===== config.mk =====
export PLATFORM = sky130hd
export DESIGN_NAME = rxchk_top
export DESIGN_NICKNAME = d
export VERILOG_FILES = /design/src/rtl/rxchk_pkg.sv /design/src/rtl/rxchk_pre_fsm.sv /design/src/rtl/rxchk_tally.sv /design/src/rtl/rxchk_top.sv
export SDC_FILE = /design/constraint.sdc
export NUM_CORES = 1
export LEC_CHECK = 0
export CORE_ASPECT_RATIO = 1.1
export CORE_MARGIN = 2
export CORE_UTILIZATION = 53
export CTS_CLUSTER_DIAMETER = 150
export DETAILED_ROUTE_END_ITERATION = 12
export PLACE_DENSITY = 0.79
export SYNTH_ARGS = -nofsm -noshare
export SYNTH_HDL_FRONTEND = slang
export SYNTH_HIERARCHICAL = 1
export SYNTH_SLANG_ARGS = --single-unit

===== constraint.sdc =====
create_clock -name clk -period 2.4 [get_ports clk]
set_clock_uncertainty 0.1 [all_clocks]
set_input_delay 0.48 -clock clk [delete_from_list [all_inputs] [get_ports clk]]
set_output_delay 0.48 -clock clk [all_outputs]
set_load 0.05 [all_outputs]

===== src/rtl/rxchk_pkg.sv =====
package rxchk_pkg;

    typedef enum logic [1:0] {
        ST_IDLE = 2'd0,
        ST_PRE  = 2'd1,
        ST_DATA = 2'd2,
        ST_DROP = 2'd3
    } rx_state_e;

    localparam int unsigned STAT_W  = 16;
    localparam int unsigned NIB_W   = 4;

    localparam int unsigned B_SHORT = 1;
    localparam int unsigned B_CARR  = 2;
    localparam int unsigned B_CODEV = 3;
    localparam int unsigned B_LONG  = 12;
    localparam int unsigned B_ALIGN = 14;
    localparam int unsigned B_OK    = 15;

    localparam logic [NIB_W-1:0] NIB_PRE  = 4'h5;
    localparam logic [NIB_W-1:0] NIB_SFD  = 4'hD;
    localparam logic [NIB_W-1:0] NIB_CARR = 4'hE;

endpackage


===== src/rtl/rxchk_pre_fsm.sv =====
module rxchk_pre_fsm
    import rxchk_pkg::*;
#(
    parameter int unsigned MAX_PRE_NIB = 22
) (
    input  logic             clk,
    input  logic             rst_n,
    input  logic [NIB_W-1:0] rxd,
    input  logic             rxdv,
    input  logic             cfg_pure_pre,
    input  logic             cfg_long_pre,
    output logic             frame_end,
    output logic             data_nib,
    output logic             end_sfd,
    output logic             end_drop
);

    localparam int unsigned SAT_CNT = MAX_PRE_NIB + 1;
    localparam int unsigned CNT_W   = $clog2(SAT_CNT + 1);

    rx_state_e        state_q, state_d;
    logic [CNT_W-1:0] pre_cnt_q, pre_cnt_d;
    logic             five_q, five_d;

    logic [CNT_W-1:0] eff_cnt;
    logic             eff_five;
    logic             sfd_hit;
    logic             bad_nib;
    logic             over_len;
    logic             reject;

    // state register
    always_ff @(posedge clk) begin
        if (!rst_n) begin
            state_q   <= ST_IDLE;
            pre_cnt_q <= '0;
            five_q    <= 1'b0;
        end else begin
            state_q   <= state_d;
            pre_cnt_q <= pre_cnt_d;
            five_q    <= five_d;
        end
    end

    // next-state logic
    always_comb begin
        eff_cnt   = (state_q == ST_IDLE) ? '0 : pre_cnt_q;
        eff_five  = (state_q == ST_IDLE) ? 1'b0 : five_q;
        sfd_hit   = eff_five && (rxd == NIB_SFD);
        bad_nib   = (rxd != NIB_PRE);
        over_len  = (eff_cnt >= CNT_W'(MAX_PRE_NIB));
        reject    = (cfg_pure_pre && bad_nib) || (cfg_long_pre && over_len);
        state_d   = state_q;
        pre_cnt_d = pre_cnt_q;
        five_d    = five_q;
        if (!rxdv) begin
            state_d   = ST_IDLE;
            pre_cnt_d = '0;
            five_d    = 1'b0;
        end else begin
            unique case (state_q)
                ST_IDLE, ST_PRE: begin
                    if (sfd_hit) begin
                        state_d = ST_DATA;
                    end else if (reject) begin
                        state_d = ST_DROP;
                    end else begin
                        state_d   = ST_PRE;
                        pre_cnt_d = (eff_cnt == CNT_W'(SAT_CNT)) ? eff_cnt : eff_cnt + 1'b1;
                        five_d    = !bad_nib;
                    end
                end
                ST_DATA: state_d = ST_DATA;
                ST_DROP: state_d = ST_DROP;
            endcase
        end
    end

    // outputs
    always_comb begin
        frame_end = (state_q != ST_IDLE) && !rxdv;
        data_nib  = (state_q == ST_DATA) && rxdv;
        end_sfd   = (state_q == ST_DATA);
        end_drop  = (state_q == ST_DROP);
    end

    // the data state is only entered right after a valid D nibble
    a_r3_sfd_entry: assert property (@(posedge clk) disable iff (!rst_n)
        $rose(state_q == ST_DATA) |-> ($past(rxd) == NIB_SFD && $past(rxdv)));

    // rejection needs one of the two options
    a_r4_drop_cause: assert property (@(posedge clk) disable iff (!rst_n)
        $rose(state_q == ST_DROP) |-> $past(cfg_pure_pre || cfg_long_pre));

    // a low valid strobe always returns the machine to idle
    a_r2_idle_on_end: assert property (@(posedge clk) disable iff (!rst_n)
        !rxdv |=> (state_q == ST_IDLE));

endmodule


===== src/rtl/rxchk_tally.sv =====
module rxchk_tally
    import rxchk_pkg::*;
#(
    parameter int unsigned MIN_NIB  = 64,
    parameter int unsigned LONG_NIB = 12500
) (
    input  logic             clk,
    input  logic             rst_n,
    input  logic [NIB_W-1:0] rxd,
    input  logic             rxdv,
    input  logic             rxer,
    input  logic             frame_end,
    input  logic             data_nib,
    output logic             short_ev,
    output logic             long_ev,
    output logic             odd_ev,
    output logic             codev_ev,
    output logic             carr_ev
);

    localparam int unsigned TOT_SAT = LONG_NIB + 1;
    localparam int unsigned TOT_W   = $clog2(TOT_SAT + 1);

    logic [TOT_W-1:0] tot_q;
    logic             odd_q;
    logic             codev_q;
    logic             carr_q;
    logic             carr_set;

    assign carr_set = !rxdv && rxer && (rxd == NIB_CARR);

    always_ff @(posedge clk) begin
        if (!rst_n) begin
            tot_q   <= '0;
            odd_q   <= 1'b0;
            codev_q <= 1'b0;
            carr_q  <= 1'b0;
        end else begin
            if (frame_end) begin
                tot_q   <= '0;
                odd_q   <= 1'b0;
                codev_q <= 1'b0;
            end else if (rxdv) begin
                if (tot_q != TOT_W'(TOT_SAT)) begin
                    tot_q <= tot_q + 1'b1;
                end
                if (data_nib) begin
                    odd_q <= !odd_q;
                end
                if (rxer) begin
                    codev_q <= 1'b1;
                end
            end
            carr_q <= carr_set || (carr_q && !frame_end);
        end
    end

    always_comb begin
        short_ev = (tot_q < TOT_W'(MIN_NIB));
        long_ev  = (tot_q > TOT_W'(LONG_NIB));
        odd_ev   = odd_q;
        codev_ev = codev_q;
        carr_ev  = carr_q;
    end

    // an in-frame error strobe is remembered
    a_r9_codev_sticky: assert property (@(posedge clk) disable iff (!rst_n)
        (rxdv && rxer) |=> codev_q);

    // a carrier event is captured for the next report
    a_r10_carrier_capture: assert property (@(posedge clk) disable iff (!rst_n)
        carr_set |=> carr_q);

    // a nibble count only grows during a reception
    a_r11_count_idle: assert property (@(posedge clk) disable iff (!rst_n)
        (!rxdv && !frame_end) |=> $stable(tot_q));

endmodule


===== src/rtl/rxchk_top.sv =====
module rxchk_top
    import rxchk_pkg::*;
#(
    parameter int unsigned MAX_PRE_NIB = 22,
    parameter int unsigned MIN_NIB     = 64,
    parameter int unsigned LONG_NIB    = 12500
) (
    input  logic              clk,
    input  logic              rst_n,
    input  logic [NIB_W-1:0]  rxd,
    input  logic              rxdv,
    input  logic              rxer,
    input  logic              cfg_pure_pre,
    input  logic              cfg_long_pre,
    output logic              frm_done,
    output logic              frm_drop,
    output logic [STAT_W-1:0] frm_status
);

    logic frame_end, data_nib, end_sfd, end_drop;
    logic short_ev, long_ev, odd_ev, codev_ev, carr_ev;

    logic              done_q;
    logic              drop_q;
    logic [STAT_W-1:0] stat_q;
    logic [STAT_W-1:0] stat_d;

    rxchk_pre_fsm #(
        .MAX_PRE_NIB (MAX_PRE_NIB)
    ) pre_i (
        .clk          (clk),
        .rst_n        (rst_n),
        .rxd          (rxd),
        .rxdv         (rxdv),
        .cfg_pure_pre (cfg_pure_pre),
        .cfg_long_pre (cfg_long_pre),
        .frame_end    (frame_end),
        .data_nib     (data_nib),
        .end_sfd      (end_sfd),
        .end_drop     (end_drop)
    );

    rxchk_tally #(
        .MIN_NIB  (MIN_NIB),
        .LONG_NIB (LONG_NIB)
    ) tally_i (
        .clk       (clk),
        .rst_n     (rst_n),
        .rxd       (rxd),
        .rxdv      (rxdv),
        .rxer      (rxer),
        .frame_end (frame_end),
        .data_nib  (data_nib),
        .short_ev  (short_ev),
        .long_ev   (long_ev),
        .odd_ev    (odd_ev),
        .codev_ev  (codev_ev),
        .carr_ev   (carr_ev)
    );

    always_comb begin
        stat_d          = '0;
        stat_d[B_SHORT] = short_ev;
        stat_d[B_CARR]  = carr_ev;
        stat_d[B_CODEV] = codev_ev;
        stat_d[B_LONG]  = long_ev || end_drop;
        stat_d[B_ALIGN] = odd_ev;
        stat_d[B_OK]    = end_sfd && !short_ev && !codev_ev && !long_ev && !odd_ev;
    end

    always_ff @(posedge clk) begin
        if (!rst_n) begin
            done_q <= 1'b0;
            drop_q <= 1'b0;
            stat_q <= '0;
        end else begin
            done_q <= frame_end;
            if (frame_end) begin
                drop_q <= end_drop;
                stat_q <= stat_d;
            end
        end
    end

    assign frm_done   = done_q;
    assign frm_drop   = drop_q;
    assign frm_status = stat_q;

    // the completion strobe lasts one cycle
    a_r2_done_pulse: assert property (@(posedge clk) disable iff (!rst_n)
        done_q |=> !done_q);

    // outputs only change with a completion
    a_r2_hold: assert property (@(posedge clk) disable iff (!rst_n)
        !done_q |-> ($stable(stat_q) && $stable(drop_q)));

    // a rejected reception is never reported intact
    a_r4_drop_not_ok: assert property (@(posedge clk) disable iff (!rst_n)
        (done_q && drop_q) |-> (!stat_q[B_OK] && stat_q[B_LONG]));

endmodule


* After elaboration in Yosys (flattened, before gate mapping)
Index checks and enable logic that the tools add are counted.
** Storage, ports and cells
- Bits in latches :: 0
- Word-level logic and storage cells :: 63
- Input port bits :: 10
- Memories kept :: 0
- Bits in registers :: 33
- Memory bits (read-only) :: 0
- RAM bits :: 0
** Operators by class
- Equality and inequality tests :: 8
- Order comparisons :: 3
- Multiply operators :: 0
- Divide/modulo/power cells :: 0
- Bitwise operators :: 3
- Add/subtract/negate cells :: 2
- Reduce and logical (&&, ||, !) cells :: 31
- Muxes and demuxes :: 6
- Shift-type cells :: 0
** Operators by type and width (number)
- $add 14x1->14 const B :: 1
- $gt 14x14->1 const B :: 1
- $lt 14x7->1 const B :: 1
- $ne 14x14->1 const B :: 1
- $logic_and 1x1->1 :: 12
- $mux 5 :: 2
- $eq 4x4->1 const B :: 2
- $reduce_and 2->1 :: 4
- $logic_not 1->1 :: 7
- $pmux 2 s3 :: 1
- $add 5x1->5 const B :: 1
- $eq 5x5->1 const B :: 1
- $ge 5x5->1 const B :: 1
- $eq 2x2->1 const B :: 2
- $mux 2 :: 2
- $ne 4x3->1 const B :: 1
- $reduce_or 2->1 :: 2
- $logic_or 1x1->1 :: 3
- $not 1->1 :: 3
- $reduce_and 3->1 :: 1
- $eq 2x1->1 const B :: 1
- $logic_not 2->1 :: 1
- $reduce_bool 2->1 :: 1
- $mux 1 :: 1

* Depth between registers and ports, before layout
- Word-level depth :: 8
- Mapped depth :: 8
- Mapped depth without buffers :: 8

* Modules after synthesis
The synthesis kept the hierarchy.
** By module, submodules not included
- rxchk_tally :: area each 877.1 um2, times used 1, sequential area each 340.3 um2, cells each 102
- rxchk_pre_fsm :: area each 561.8 um2, times used 1, sequential area each 160.2 um2, cells each 62
- rxchk_top :: area each 382.9 um2, times used 1, sequential area each 160.2 um2, cells each 38

* Worst setup path before layout
Ideal clock, no wire load.
- Path kind :: register to register
- Start :: register (tool-made name)
- End :: register pre_i.pre_cnt_q[2]
- Library setup time :: 0.119 ns
- Clock period less this slack :: 2.062 ns
- Required time :: 2.181 ns
- Setup slack :: 0.338 ns
- Data arrival time :: 1.844 ns
- Cell stages (with the launch flop) :: 8
- Path through :: dfxtp_1 > or2_1 > and2_1 > ha_1 > o21ai_0 > a21oi_2 > or3_4 > o221a_1
** RTL lines
- end signal, assigned :: line rxchk_pre_fsm.sv:40 : pre_cnt_q <= pre_cnt_d;
- end, declared :: line rxchk_pre_fsm.sv:22 : logic [CNT_W-1:0] pre_cnt_q, pre_cnt_d;

==> results <==
- The run finished with clean final reports.
- The area occupied by multi-input gates is 1070 sq um.
- In the synthesized netlist, the number of instances is 202.
- The worst hold path class is reg -> reg.
- The count of non-filler cells in the finished layout is 264.
- The total routed wirelength is 3780 um.
- The horizontal extent of the die is 59.9 um.
- Summing all placed instances gives a cell area of 2020 sq um.
- The cell with the most instances after synthesis is dfxtp_1.
- The initial antenna violation count was 0.
- The tool flagged a number of max-cap violations equal to 0.
- The number of nets with antenna violations after detailed routing is 0.
- Clock tree synthesis selected as its root buffer the cell clkbuf_4.
- The average size of a mapped cell is 9.02 sq um.
- Buffers placed on the I/O ports in this run total 17.
- The repair_antennas step left the layout with diodes totalling 0.
- Buffers inserted to repair hold after CTS numbered 0.
- The clock-pin slew on the worst setup and hold paths is 0.11 ns.
- After synthesis the netlist holds a flip-flop and latch count of 33.
- No sink is reached through more buffers than the 2 on the longest clock path.
- The start point of the worst hold path is frm_status[15].
- In the final timing run, aggregate negative setup slack is 0 ns.
- The number of violations reported at the end of detailed-routing iteration 0 is 95.
- The ratio of total power to cell area is 593 nW/um^2.
- The clock drives 33 sinks.
- Summing every instance area after synthesis gives 1820 sq um.
- Across the VDD grid, the largest voltage drop is 0.357 mV.
- The first global-routing pass estimated 6350 um of wire.
- Dividing the final minimum period by the clock period gives 96.8%.
- The post-placement cell count is 256.
- The tightest hold path in the finished design has a slack of 0.395 ns.
- The count of H-tree levels built during CTS is 2.
- Counting flops with an async set or reset pin after synthesis yields a share of 0%.
- The top cell type by area accounts for 36.3% of the synthesized area.
- The area of all placed cells without fillers is 2120 sq um.
- The height of the chip is 65.5 um.
- The standard-cell row count is 22.
- The yosys synthesis warning count is 6.
- Setup repair after global routing left no endpoint under its margin.
- Compared with the post-synthesis result, the final layout area differs by 16.6%.
- The proportion of synthesized chip area in sequential cells is 36.3%.
- The floorplan core area is 3300 sq um.
- The worst slack after detailed placement is 0.147 ns.
- The half-perimeter wire length of the detailed placement result is 2690 um.
- Ranked by instance count, the synthesized netlist is headed by 33 x dfxtp_1, 19 x nor2_1, 13 x nand2_1.
- The fraction of layout cells with a size suffix above 1 is 11.8%.
- The first TritonRoute pass finished after 4 iterations.
- The highest clock frequency the design can meet is 430 MHz.
- The largest total area in the synthesized netlist belongs to dfxtp_1.
- The via count of the first global-routing pass is 1404.
- Global routing used 21.8% of the available tracks.
- The number of DRC violations after detailed routing is 0.
- For the worst setup path, the data required time is 2.55 ns.
- The largest net degree at the start of global routing is 14.
- Clock tree synthesis inserted a total of 5 buffers.
- The worst setup path is launched from a flop.
- The number of hold violations in the final report was 0.
- The worst-path maximum fanout is 5.
- TritonCTS built the clock tree.
- The die footprint is 3920 sq um.
- The count of flip-flops with a built-in enable after synthesis is 0.
- Yosys attributes the largest share of cell area to dfxtp_1 36%, buf_4 4.1%, nor2_1 3.9%.
- The number of setup buffers added after CTS is 0.
- The worst-skew pair later-pin latency is 0.35 ns.
- The setup path with the least slack is of type reg -> reg.
- In the synthesized netlist the dominant register cell turns out to be dfxtp_1.
- Fill cells in the final layout number 285.
- The number of setup violations in the final report is 0.
- The register area is 661 sq um.
- The number of slew-limit violations in the final report came to 0.
- The count of instances resized after the clock tree is built is 0.
- The worst setup slack after layout is 0.0765 ns.
- The total power of the final layout is 1.26 mW.
- The detailed router placed 1513 vias in this run.
- Once layout is complete, the utilization of the core stands at 64.3%.
- For this run the aggregate overflow at the end of global routing stands at 0.
- The weighted congestion at the end of routability-driven global placement is 0.876.
- After detailed routing, the average wire length per cell comes to 14.3 um.
- 28 I/O pins were placed.
- The capturing element type of the critical path is a flop.
- In the routed layout, each cell is associated on average with a via count of 5.73.
- Summed over all cells, the static leakage comes to 0.765 nW.
- The final critical path time including I/O delays and setup is 2.32 ns.
- The net count of the finished layout is 242.
- The number of distinct library cell variants in the gate-level netlist after synthesis is 54.
- For this configuration, the core starts out at a cell density of 55.2%.
- The data arrival time of the worst path is 2.48 ns.
-- cell usage in the layout (no fill, tap or decap), types with 7 or more instances in the layout --
cell type	netlist	final
nor2_1	19	19
buf_4	10	7
clkdlybuf4s50_1	0	17
nor2b_1	9	9
xnor2_1	7	7
dfxtp_1	33	33
conb_1	1	10
a21oi_1	7	7
inv_1	7	7
nand3_1	10	10
nand2_1	13	13
-- worst max-delay path: stages, from the launching register on --
cell and delay (ns):
dfxtp_1 0.33, or2_1 0.29, and2_1 0.21, ha_1 0.19, o21ai_0 0.32, a21oi_2 0.16, or3_4 0.38, o221a_1 0.25
-- worst paths after layout --
kind                            cells after the start                  to  slack (ns)
worst max-delay path                                7  pre_i/pre_cnt_q[2]        0.08
worst min-delay path                                2      frm_status[15]        0.39
worst max register to register                      7  pre_i/pre_cnt_q[2]        0.08
worst min register to register                      2      frm_status[15]        0.39
-- state kept, by name, summed over array words and instances, names as in the netlist, named ones only --
signal            cells
tally_i/tot_q        14
frm_status            6
pre_i/pre_cnt_q       5
frm_done              1
frm_drop              1
pre_i/five_q          1
pre_i/state_q         1
tally_i/carr_ev       1
tally_i/codev_ev      1
tally_i/odd_ev        1
-- where the power goes --
group	switching [mW]	internal [mW]	total, mW
clock	0.205	0.322	0.528
sequential	0.00921	0.559	0.568
combinational	0.105	0.0581	0.163
total	0.320	0.939	1.26
-- layout make-up --
cell class	instances	share of cell area (%)
flip-flops and latches	33	31.1
repair buffers	24	10.5
clock buffers	5	1.77
multi-input cells	156	50.2
inverters	7	1.24
clock inverters	3	3.06
well taps	36	2.12
-- cell families (layout without fill, tap and decap cells) --
logic type / after synthesis / after routing / share of synthesized area, %
and+or+nand+nor: 95 / 95 / 31.5
other: 1 / 10 / 0.206
AOI/OAI and AO/OA: 29 / 29 / 13.0
muxes: 6 / 6 / 3.30
adders and majority gates: 5 / 5 / 3.43
xor gates and xnor gates: 11 / 11 / 5.29
buffers and inverters: 22 / 39 / 7.07
DFF: 33 / 33 / 36.3
-- metal layers --
layer | global-route usage (%) | wire, um | vias to the layer above
met5 | 0 | 0 | -
met4 | 9.72 | 94 | 0
met3 | 7.48 | 284 | 11
met2 | 32.7 | 1700 | 55
met1 | 28.0 | 1710 | 697
li1 | - | - | 750
Note: power is estimated with default switching activity, not from simulation.
